**config.mk**
```make
export PLATFORM = sky130hd
export DESIGN_NAME = cart_bank_decoder
export DESIGN_NICKNAME = d
export VERILOG_FILES = /design/src/rtl/cart_bank_pkg.sv /design/src/rtl/cbd_window.sv /design/src/rtl/cbd_regs.sv /design/src/rtl/cbd_ppu_map.sv /design/src/rtl/cbd_cpu_map.sv /design/src/rtl/cart_bank_decoder.sv
export SDC_FILE = /design/constraint.sdc
export NUM_CORES = 1
export LEC_CHECK = 0
export BUFFER_PORTS_ARGS = -buffer_cell sky130_fd_sc_hd__buf_2
export CAP_MARGIN = 0
export CORE_MARGIN = 2
export CORE_UTILIZATION = 35
export DETAILED_ROUTE_END_ITERATION = 12
export SYNTH_ARGS = -nofsm -noshare
export SYNTH_HDL_FRONTEND = slang
export SYNTH_SLANG_ARGS = --single-unit
```
**constraint.sdc**
```tcl
create_clock -name clk -period 1.7 [get_ports clk]
set_input_delay 0.34 -clock clk [delete_from_list [all_inputs] [get_ports clk]]
set_output_delay 0.34 -clock clk [all_outputs]
set_load 0.01 [all_outputs]
```
**src/rtl/cart_bank_pkg.sv**
```systemverilog
package cart_bank_pkg;

    typedef enum logic [1:0] {
        MIR_VERT  = 2'd0,
        MIR_HORZ  = 2'd1,
        MIR_LOW   = 2'd2,
        MIR_HIGH  = 2'd3
    } mirror_e;

    localparam int unsigned NUM_CHR     = 8;
    localparam int unsigned OFS_PRG     = 8;
    localparam int unsigned OFS_MIR     = 9;
    localparam int unsigned OFS_EXT0    = 10;
    localparam int unsigned NUM_EXT     = 4;

endpackage

```
**src/rtl/cbd_window.sv**
```systemverilog
module cbd_window #(
    parameter bit LOW_WINDOW = 1'b1,
    parameter int unsigned NUM_EXT = 4,
    parameter int unsigned EXT_BASE = 10
) (
    input  logic [15:0]        cpu_addr,
    input  logic               cpu_wr,
    input  logic               cpu_rd,
    output logic               wr_en,
    output logic [3:0]         wr_ofs,
    output logic [NUM_EXT-1:0] ext_wr,
    output logic               rd_hit
);
    logic in_win;

    generate
        if (LOW_WINDOW) begin : g_low
            assign in_win = (cpu_addr[15] == 1'b1) || (cpu_addr[15:13] == 3'b011);
        end else begin : g_high
            assign in_win = cpu_addr[15];
        end
    endgenerate

    assign wr_en  = cpu_wr && in_win;
    assign wr_ofs = cpu_addr[3:0];
    assign rd_hit = cpu_rd && (cpu_addr[15:13] == 3'b011);

    generate
        for (genvar i = 0; i < NUM_EXT; i++) begin : g_ext
            assign ext_wr[i] = wr_en && (wr_ofs == 4'(EXT_BASE + i));
        end
    endgenerate
endmodule

```
**src/rtl/cbd_regs.sv**
```systemverilog
module cbd_regs #(
    parameter int unsigned CHR_W = 8,
    parameter int unsigned PRG_W = 4,
    parameter int unsigned NUM_CHR = 8
) (
    input  logic                          clk,
    input  logic                          rst_n,
    input  logic                          wr_en,
    input  logic [3:0]                    wr_ofs,
    input  logic                          cpu_wr,
    input  logic [7:0]                    cpu_wdata,
    output logic [NUM_CHR-1:0][CHR_W-1:0] chr_q,
    output logic [PRG_W-1:0]              prg_q,
    output logic [1:0]                    mir_q,
    output logic [7:0]                    bus_q
);
    import cart_bank_pkg::*;

    typedef struct packed {
        logic [NUM_CHR-1:0][CHR_W-1:0] chr;
        logic [PRG_W-1:0]              prg;
        logic [1:0]                    mir;
        logic [7:0]                    bus;
    } regs_t;

    regs_t st_d, st_q;

    always_comb begin
        st_d = st_q;
        if (cpu_wr) begin
            st_d.bus = cpu_wdata;
        end
        if (wr_en) begin
            if (int'(wr_ofs) < NUM_CHR) begin
                st_d.chr[wr_ofs[2:0]] = cpu_wdata[CHR_W-1:0];
            end else if (int'(wr_ofs) == OFS_PRG) begin
                st_d.prg = cpu_wdata[PRG_W-1:0];
            end else if (int'(wr_ofs) == OFS_MIR) begin
                st_d.mir = cpu_wdata[1:0];
            end
        end
    end

    always_ff @(posedge clk) begin
        if (!rst_n) begin
            st_q     <= '0;
            st_q.mir <= MIR_VERT;
        end else begin
            st_q <= st_d;
        end
    end

    assign chr_q = st_q.chr;
    assign prg_q = st_q.prg;
    assign mir_q = st_q.mir;
    assign bus_q = st_q.bus;
endmodule

```
**src/rtl/cbd_ppu_map.sv**
```systemverilog
module cbd_ppu_map #(
    parameter int unsigned CHR_W = 8,
    parameter int unsigned NUM_CHR = 8
) (
    input  logic [13:0]                   ppu_addr,
    input  logic [NUM_CHR-1:0][CHR_W-1:0] chr_q,
    input  logic [1:0]                    mir_q,
    output logic [CHR_W-1:0]              chr_bank,
    output logic                          nt_sel
);
    import cart_bank_pkg::*;

    localparam int unsigned SEL_W = $clog2(NUM_CHR);

    assign chr_bank = chr_q[ppu_addr[10 +: SEL_W]];

    always_comb begin
        case (mirror_e'(mir_q))
            MIR_VERT: nt_sel = ppu_addr[10];
            MIR_HORZ: nt_sel = ppu_addr[11];
            MIR_LOW:  nt_sel = 1'b0;
            default:  nt_sel = 1'b1;
        endcase
    end
endmodule

```
**src/rtl/cbd_cpu_map.sv**
```systemverilog
module cbd_cpu_map #(
    parameter int unsigned PRG_W = 4
) (
    input  logic [15:0]      cpu_addr,
    input  logic [PRG_W-1:0] prg_q,
    input  logic [7:0]       bus_q,
    input  logic             ser_data_in,
    input  logic             aux_data_in,
    output logic [PRG_W-1:0] prg_bank,
    output logic [7:0]       rd_data
);
    assign prg_bank = cpu_addr[14] ? {PRG_W{1'b1}} : prg_q;
    assign rd_data  = {bus_q[7:5], ser_data_in, aux_data_in, bus_q[2:0]};
endmodule

```
**src/rtl/cart_bank_decoder.sv**
```systemverilog
module cart_bank_decoder #(
    parameter bit          LOW_WINDOW = 1'b1,
    parameter int unsigned CHR_W = 8,
    parameter int unsigned PRG_W = 4
) (
    input  logic             clk,
    input  logic             rst_n,
    input  logic [15:0]      cpu_addr,
    input  logic [7:0]       cpu_wdata,
    input  logic             cpu_wr,
    input  logic             cpu_rd,
    input  logic [13:0]      ppu_addr,
    input  logic             ser_data_in,
    input  logic             aux_data_in,
    output logic [PRG_W-1:0] prg_bank,
    output logic [CHR_W-1:0] chr_bank,
    output logic             nt_sel,
    output logic [7:0]       rd_data,
    output logic             rd_hit,
    output logic [3:0]       ext_wr
);
    import cart_bank_pkg::*;

    logic                          wr_en;
    logic [3:0]                    wr_ofs;
    logic [NUM_CHR-1:0][CHR_W-1:0] chr_q;
    logic [PRG_W-1:0]              prg_q;
    logic [1:0]                    mir_q;
    logic [7:0]                    bus_q;

    cbd_window #(.LOW_WINDOW(LOW_WINDOW), .NUM_EXT(NUM_EXT), .EXT_BASE(OFS_EXT0)) u_win (
        .cpu_addr(cpu_addr), .cpu_wr(cpu_wr), .cpu_rd(cpu_rd),
        .wr_en(wr_en), .wr_ofs(wr_ofs), .ext_wr(ext_wr), .rd_hit(rd_hit)
    );

    cbd_regs #(.CHR_W(CHR_W), .PRG_W(PRG_W), .NUM_CHR(NUM_CHR)) u_regs (
        .clk(clk), .rst_n(rst_n), .wr_en(wr_en), .wr_ofs(wr_ofs),
        .cpu_wr(cpu_wr), .cpu_wdata(cpu_wdata),
        .chr_q(chr_q), .prg_q(prg_q), .mir_q(mir_q), .bus_q(bus_q)
    );

    cbd_ppu_map #(.CHR_W(CHR_W), .NUM_CHR(NUM_CHR)) u_ppu (
        .ppu_addr(ppu_addr), .chr_q(chr_q), .mir_q(mir_q),
        .chr_bank(chr_bank), .nt_sel(nt_sel)
    );

    cbd_cpu_map #(.PRG_W(PRG_W)) u_cpu (
        .cpu_addr(cpu_addr), .prg_q(prg_q), .bus_q(bus_q),
        .ser_data_in(ser_data_in), .aux_data_in(aux_data_in),
        .prg_bank(prg_bank), .rd_data(rd_data)
    );
endmodule

```
# Word level (Yosys, flattened, before mapping)
# Index checks and enable logic that the tools add are counted.
# word_totals
regBits	78
in_bits	44
wordCells	45
# op_classes
magnitude_cmp	4
n_eq_ne	9
muxes	7
bitwise_logic	2
n_reduce_logical	12
# ops
cell	count
$bwmux 64	1
$bmux 8 s3	1
$demux 8 s3	1
$eq 4x4->1 const B	6
$mux 8	2
$lt 3x4->1 const B	2
$logic_and 1x1->1	7
$lt 4x4->1 const B	1
$mux 4	1
$reduce_and 4->1	1
$eq 3x2->1 const B	1
$ge 3x1->1 const B	1
$pmux 1 s3	1
$reduce_and 3->1	1
$eq 2x1->1 const B	1
$eq 2x2->1 const B	1
$logic_not 2->1	1
$not 1->1	2
$reduce_and 2->1	1
$logic_or 1x1->1	1

# Logic depth before layout (Yosys ltp)
# logic_depth
depth_word	5
ltp_mapped	5
depth_no_buf	3

# Modules after synthesis
# From an unflattened synthesis, not the netlist that was laid out.
# hier_totals
hier_cells	331
area_unflattened_um2	3699.8
# by_module_without_submodules
module	instances	cells_each	area_per_inst_um2
cbd_regs	1	274	2935.3
cbd_ppu_map	1	32	571.8
cbd_window	1	13	107.6
cbd_cpu_map	1	12	85.1

# Worst setup path after synthesis
# Ideal clock, no wire load.
# synth_path
path_kind	input to output
startpoint	input port ppu_addr[10]
endpoint	output port chr_bank[0]
arrival_ns	1.472
setup_slack_ns	-0.112
cell_stages	4
n_path_buf	2
path_cell_list	buf_4 > buf_6 > mux4_2 > mux2_2
# synth_between
elab_chain_len	2
# synth_rtl
item	line	rtl
from (decl)	cart_bank_decoder.sv:12	input logic [13:0] ppu_addr,
$bmux 8 s3	cbd_ppu_map.sv:15	assign chr_bank = chr_q[ppu_addr[10 +: SEL_W]];
$mux 8 (implied by the code)	cbd_ppu_map.sv:15	
to (decl)	cart_bank_decoder.sv:16	output logic [CHR_W-1:0] chr_bank,
# No other way between the ends. The select of a mux whose other input is x is not followed.

# Final worst setup path
# layout_path
startpoint	register u_regs.st_q, in the netlist u_regs.chr_q[63]
endpoint	output port chr_bank[7]
# layout_between
elab_chain_len	2
# layout_rtl
item	line	rtl
from (decl)	cbd_regs.sv:26	regs_t st_d, st_q;
from (signal assigned)	cbd_regs.sv:49	st_q <= st_d;
$bmux 8 s3	cbd_ppu_map.sv:15	
$mux 8 (implied by the code)	cbd_ppu_map.sv:15	
# No other way between the ends. The select of a mux whose other input is x is not followed.

==> impl_metrics.py <==
metrics = {
    "global_routing": {
        "overflow": 0,
        "antenna_found_initial": 0,
        "grt_usage": 0.160,
        "grt_pass1_wl_mm": 12.8,
        "grt_max_degree": 27,
        "grt_use_met1": 0.211,
        "grt_use_met2": 0.261,
        "grt_pass1_vias": 2536,
        "met3_usage": 0.0497,
        "top_usage_layer": "met2",
    },
    "synth": {
        "synth_top_family_by_area": "multiplexers",
        "ys_ff_latch": 76,
        "yosysWarnings": 0,
        "ys_types": 27,
        "ys_seq_area_frac": 0.440,
        "synth.mux.area_fraction": 0.350,
        "syn_inst": 314,
        "synth-xor-area-share": 0,
        "synth_top_cells_by_area": "dfxtp_1 44%, mux2i_1 22%, mux4_2 10%",
        "synthAdderAreaFrac": 0,
        "netlist_area_um2": 3460,
        "synth.largest_area_cell": "dfxtp_1",
        "post-synth-top-area-fraction": 0.440,
        "syn-num-nets": 358,
        "yosys.area_share.simple": 0.172,
        "syn_area_per_cell_um2": 11.0,
        "synth_compound_area_frac": 0.00832,
    },
    "hold_path": {
        "min_to": "u_regs.bus_q[0]",
        "min_path_cells": 3,
        "hp-start": "cpu_wdata[0]",
        "min_path_type": "in -> reg",
    },
    "outcome": {
        "status": "finished with violations",
        "violations": "setup timing",
    },
    "timing": {
        "slew_headroom": 0.415,
        "finalSetupViolCount": 8,
        "min_period_over_period": 1.11,
        "drv_slew": 0,
        "rsz0062_at_grt": "yes",
        "fmax_mhz": 531,
        "timing.final.crit_period_ns": 1.88,
        "hold_viol": 0,
        "fin_ws_ns": -0.182,
        "timing.setup.tns_ns": -1.35,
        "tightest_slew_ns": 0.872,
        "skew_ns": 0,
    },
    "drt": {
        "wl_per_cell_um": 15.1,
        "drtIter0Drc": 89,
        "antenna_left": 0,
        "drc": 0,
        "detail_route.wirelength_mm": 7.67,
        "vias": 2454,
        "viasPerCell": 4.84,
        "detail_route.first_pass.iterations": 4,
    },
    "pwr": {
        "p_per_area_nw_per_um2": 815,
        "p_leak_nw": 1.76,
        "irDropWorstVdd_mv": 0.420,
    },
    "worst_setup_path": {
        "rr_endpoint": "u_regs.bus_q[2]",
        "setup.worst_path.class": "reg -> out",
        "r2r_cells": 2,
        "r2r-start": "u_regs.bus_q[2]",
        "required_ns": 1.36,
        "end_kind": "output port",
        "cp.arrival_ns": 1.54,
        "r2r_slack_ns": 1.09,
        "crit_fanout": 2,
        "cp-start-kind": "flop",
    },
    "placement": {
        "io_buffers": 45,
        "hpwl_mm": 5.37,
        "place.gp.congestion": 0.788,
    },
    "cts": {
        "cts_tree": "yes",
        "clk_path_buf_depth": 2,
        "path_clk_slew_ns": 0.07,
        "h-tree-depth": 3,
        "cts_made_buffers": 9,
        "cts_hold_buffers": 0,
        "cts.sinks": 76,
        "post_cts_buffers": 0,
        "clk_latency_ns": 0.34,
        "cts-root-buf": "clkbuf_8",
    },
    "finish": {
        "fin_nets": 413,
        "diodes": 0,
        "num-fill-cells": 944,
        "drive_gt1_frac": 0.326,
        "final_util": 0.442,
        "syn2layout_area_growth_pct": 23.7,
    },
    "floorplanning": {
        "die_h_um": 103,
        "dieArea_um2": 10700,
        "row_count": 36,
        "die_w_um": 103,
        "num_io_pins": 70,
        "start_util": 0.357,
        "core_area_um2": 9680,
    },
    "job": {
        "drv_cap": 0,
    },
}
-- through the flow --
stage | setup WS (ns) | total power [mW] | hold slack (ns) | area (um2) | std cells
2_1_floorplan | 0.00105 | 2.05 | 0.430 | 3510 | 314
4_1_cts | -0.199 | 3.54 | 0.258 | 4280 | 507
6_report | -0.182 | 3.49 | 0.273 | 4280 | 507
3_5_place_dp | -0.217 | 2.18 | 0.444 | 3990 | 490
3_3_place_gp | -0.216 | 2.17 | 0.439 | 3990 | 490
5_1_grt | -0.238 | 3.63 | 0.285 | 4280 | 507
-- sequential cells by signal, indices dropped and copies added (netlist names) --
| signal | flops |
|---|---|
| u_regs.prg_q | 4 |
| u_regs.chr_q | 64 |
| u_regs.mir_q | 2 |
| u_regs.bus_q | 6 |
-- final cells by class --
class                      instances  area (um2)  share of cell area
multi-input combinational        218        1870               0.437
sequential                        76        1530               0.357
timing repair buffer              64         523               0.122
tap                              133         166              0.0389
clock buffer                      12         145              0.0339
clock inverter                     4        48.8              0.0114
-- per-layer routing --
metal  wire length, um  up-vias
li1                  -     1206
met1              3590     1175
met2              3610       65
met3               411        8
met4                63        0
met5                 0        -
-- report_power, final --
group	total [mW]	internal [mW]	leakage, nW	switching (mW)
registers	1.81	1.80	0.617	0.0108
logic	0.335	0.146	1.05	0.189
clock network	1.34	0.717	0.100	0.623
total	3.49	2.67	1.76	0.823
-- worst max-delay path, cell delays in order, from the launching register on --
cell	delay [ns]
dfxtp_2	0.32
mux4_2	0.46
mux2_4	0.29
buf_6	0.13
-- cell usage after synthesis --
master	n
or2_2	4
dfxtp_1	76
mux4_2	16
nor3_4	3
nor4_4	2
o21ai_0	1
nand3b_1	3
nand3b_4	1
nor3b_1	1
buf_6	1
nor3b_2	1
and4b_1	1
mux2_2	8
buf_1	2
a21o_1	1
clkbuf_1	9
buf_2	3
mux2i_1	76
nor2_1	5
nand3_2	1
nor3_1	2
a21oi_4	1
nand4_1	1
buf_4	5
nor2b_1	6
nand2_1	81
nand2b_1	3
-- placed cells by master (no fill, tap or decap), drive strengths merged --
cell    synthesis  routed
a21o            1       1
a21oi           1       1
and4b           1       1
buf            11      64
bufinv          0       1
clkbuf          9      12
clkinv          0       3
dfxtp          76      76
mux2            8       8
mux2i          76      76
mux4           16      16
nand2          81      81
nand2b          3       3
nand3           1       1
nand3b          4       4
nand4           1       1
nor2            5       5
nor2b           6       6
nor3            5       5
nor3b           2       2
nor4            2       2
o21ai           1       1
or2             4       4
-- worst max-delay path by stage --
stage                           startpoint     endpoint  slack [ns]  cells after the start
after global placement        ppu_addr[10]  chr_bank[7]       -0.22                      5
after CTS                 u_regs.chr_q[63]  chr_bank[7]       -0.20                      3
after global routing      u_regs.chr_q[63]  chr_bank[7]       -0.24                      3
after detailed placement      ppu_addr[10]  chr_bank[0]       -0.22                      5
final                     u_regs.chr_q[63]  chr_bank[7]       -0.18                      3
after floorplan               ppu_addr[10]  chr_bank[3]       0.001                      4
-- timing repair --
item	in CTS	in global routing
gates cloned	1	0
gates resized for setup	16	3
setup endpoints to repair	8	8
-- cells by family (layout without fill, tap and decap cells) --
kind of cell           Yosys count  count (layout)
AO/OA/AOI/OAI                    3               3
multiplexers                   100             100
flip-flops                      76              76
buffers and inverters           20              80
AND/OR/NAND/NOR                115             115
Power figures use the tool's default switching activity.
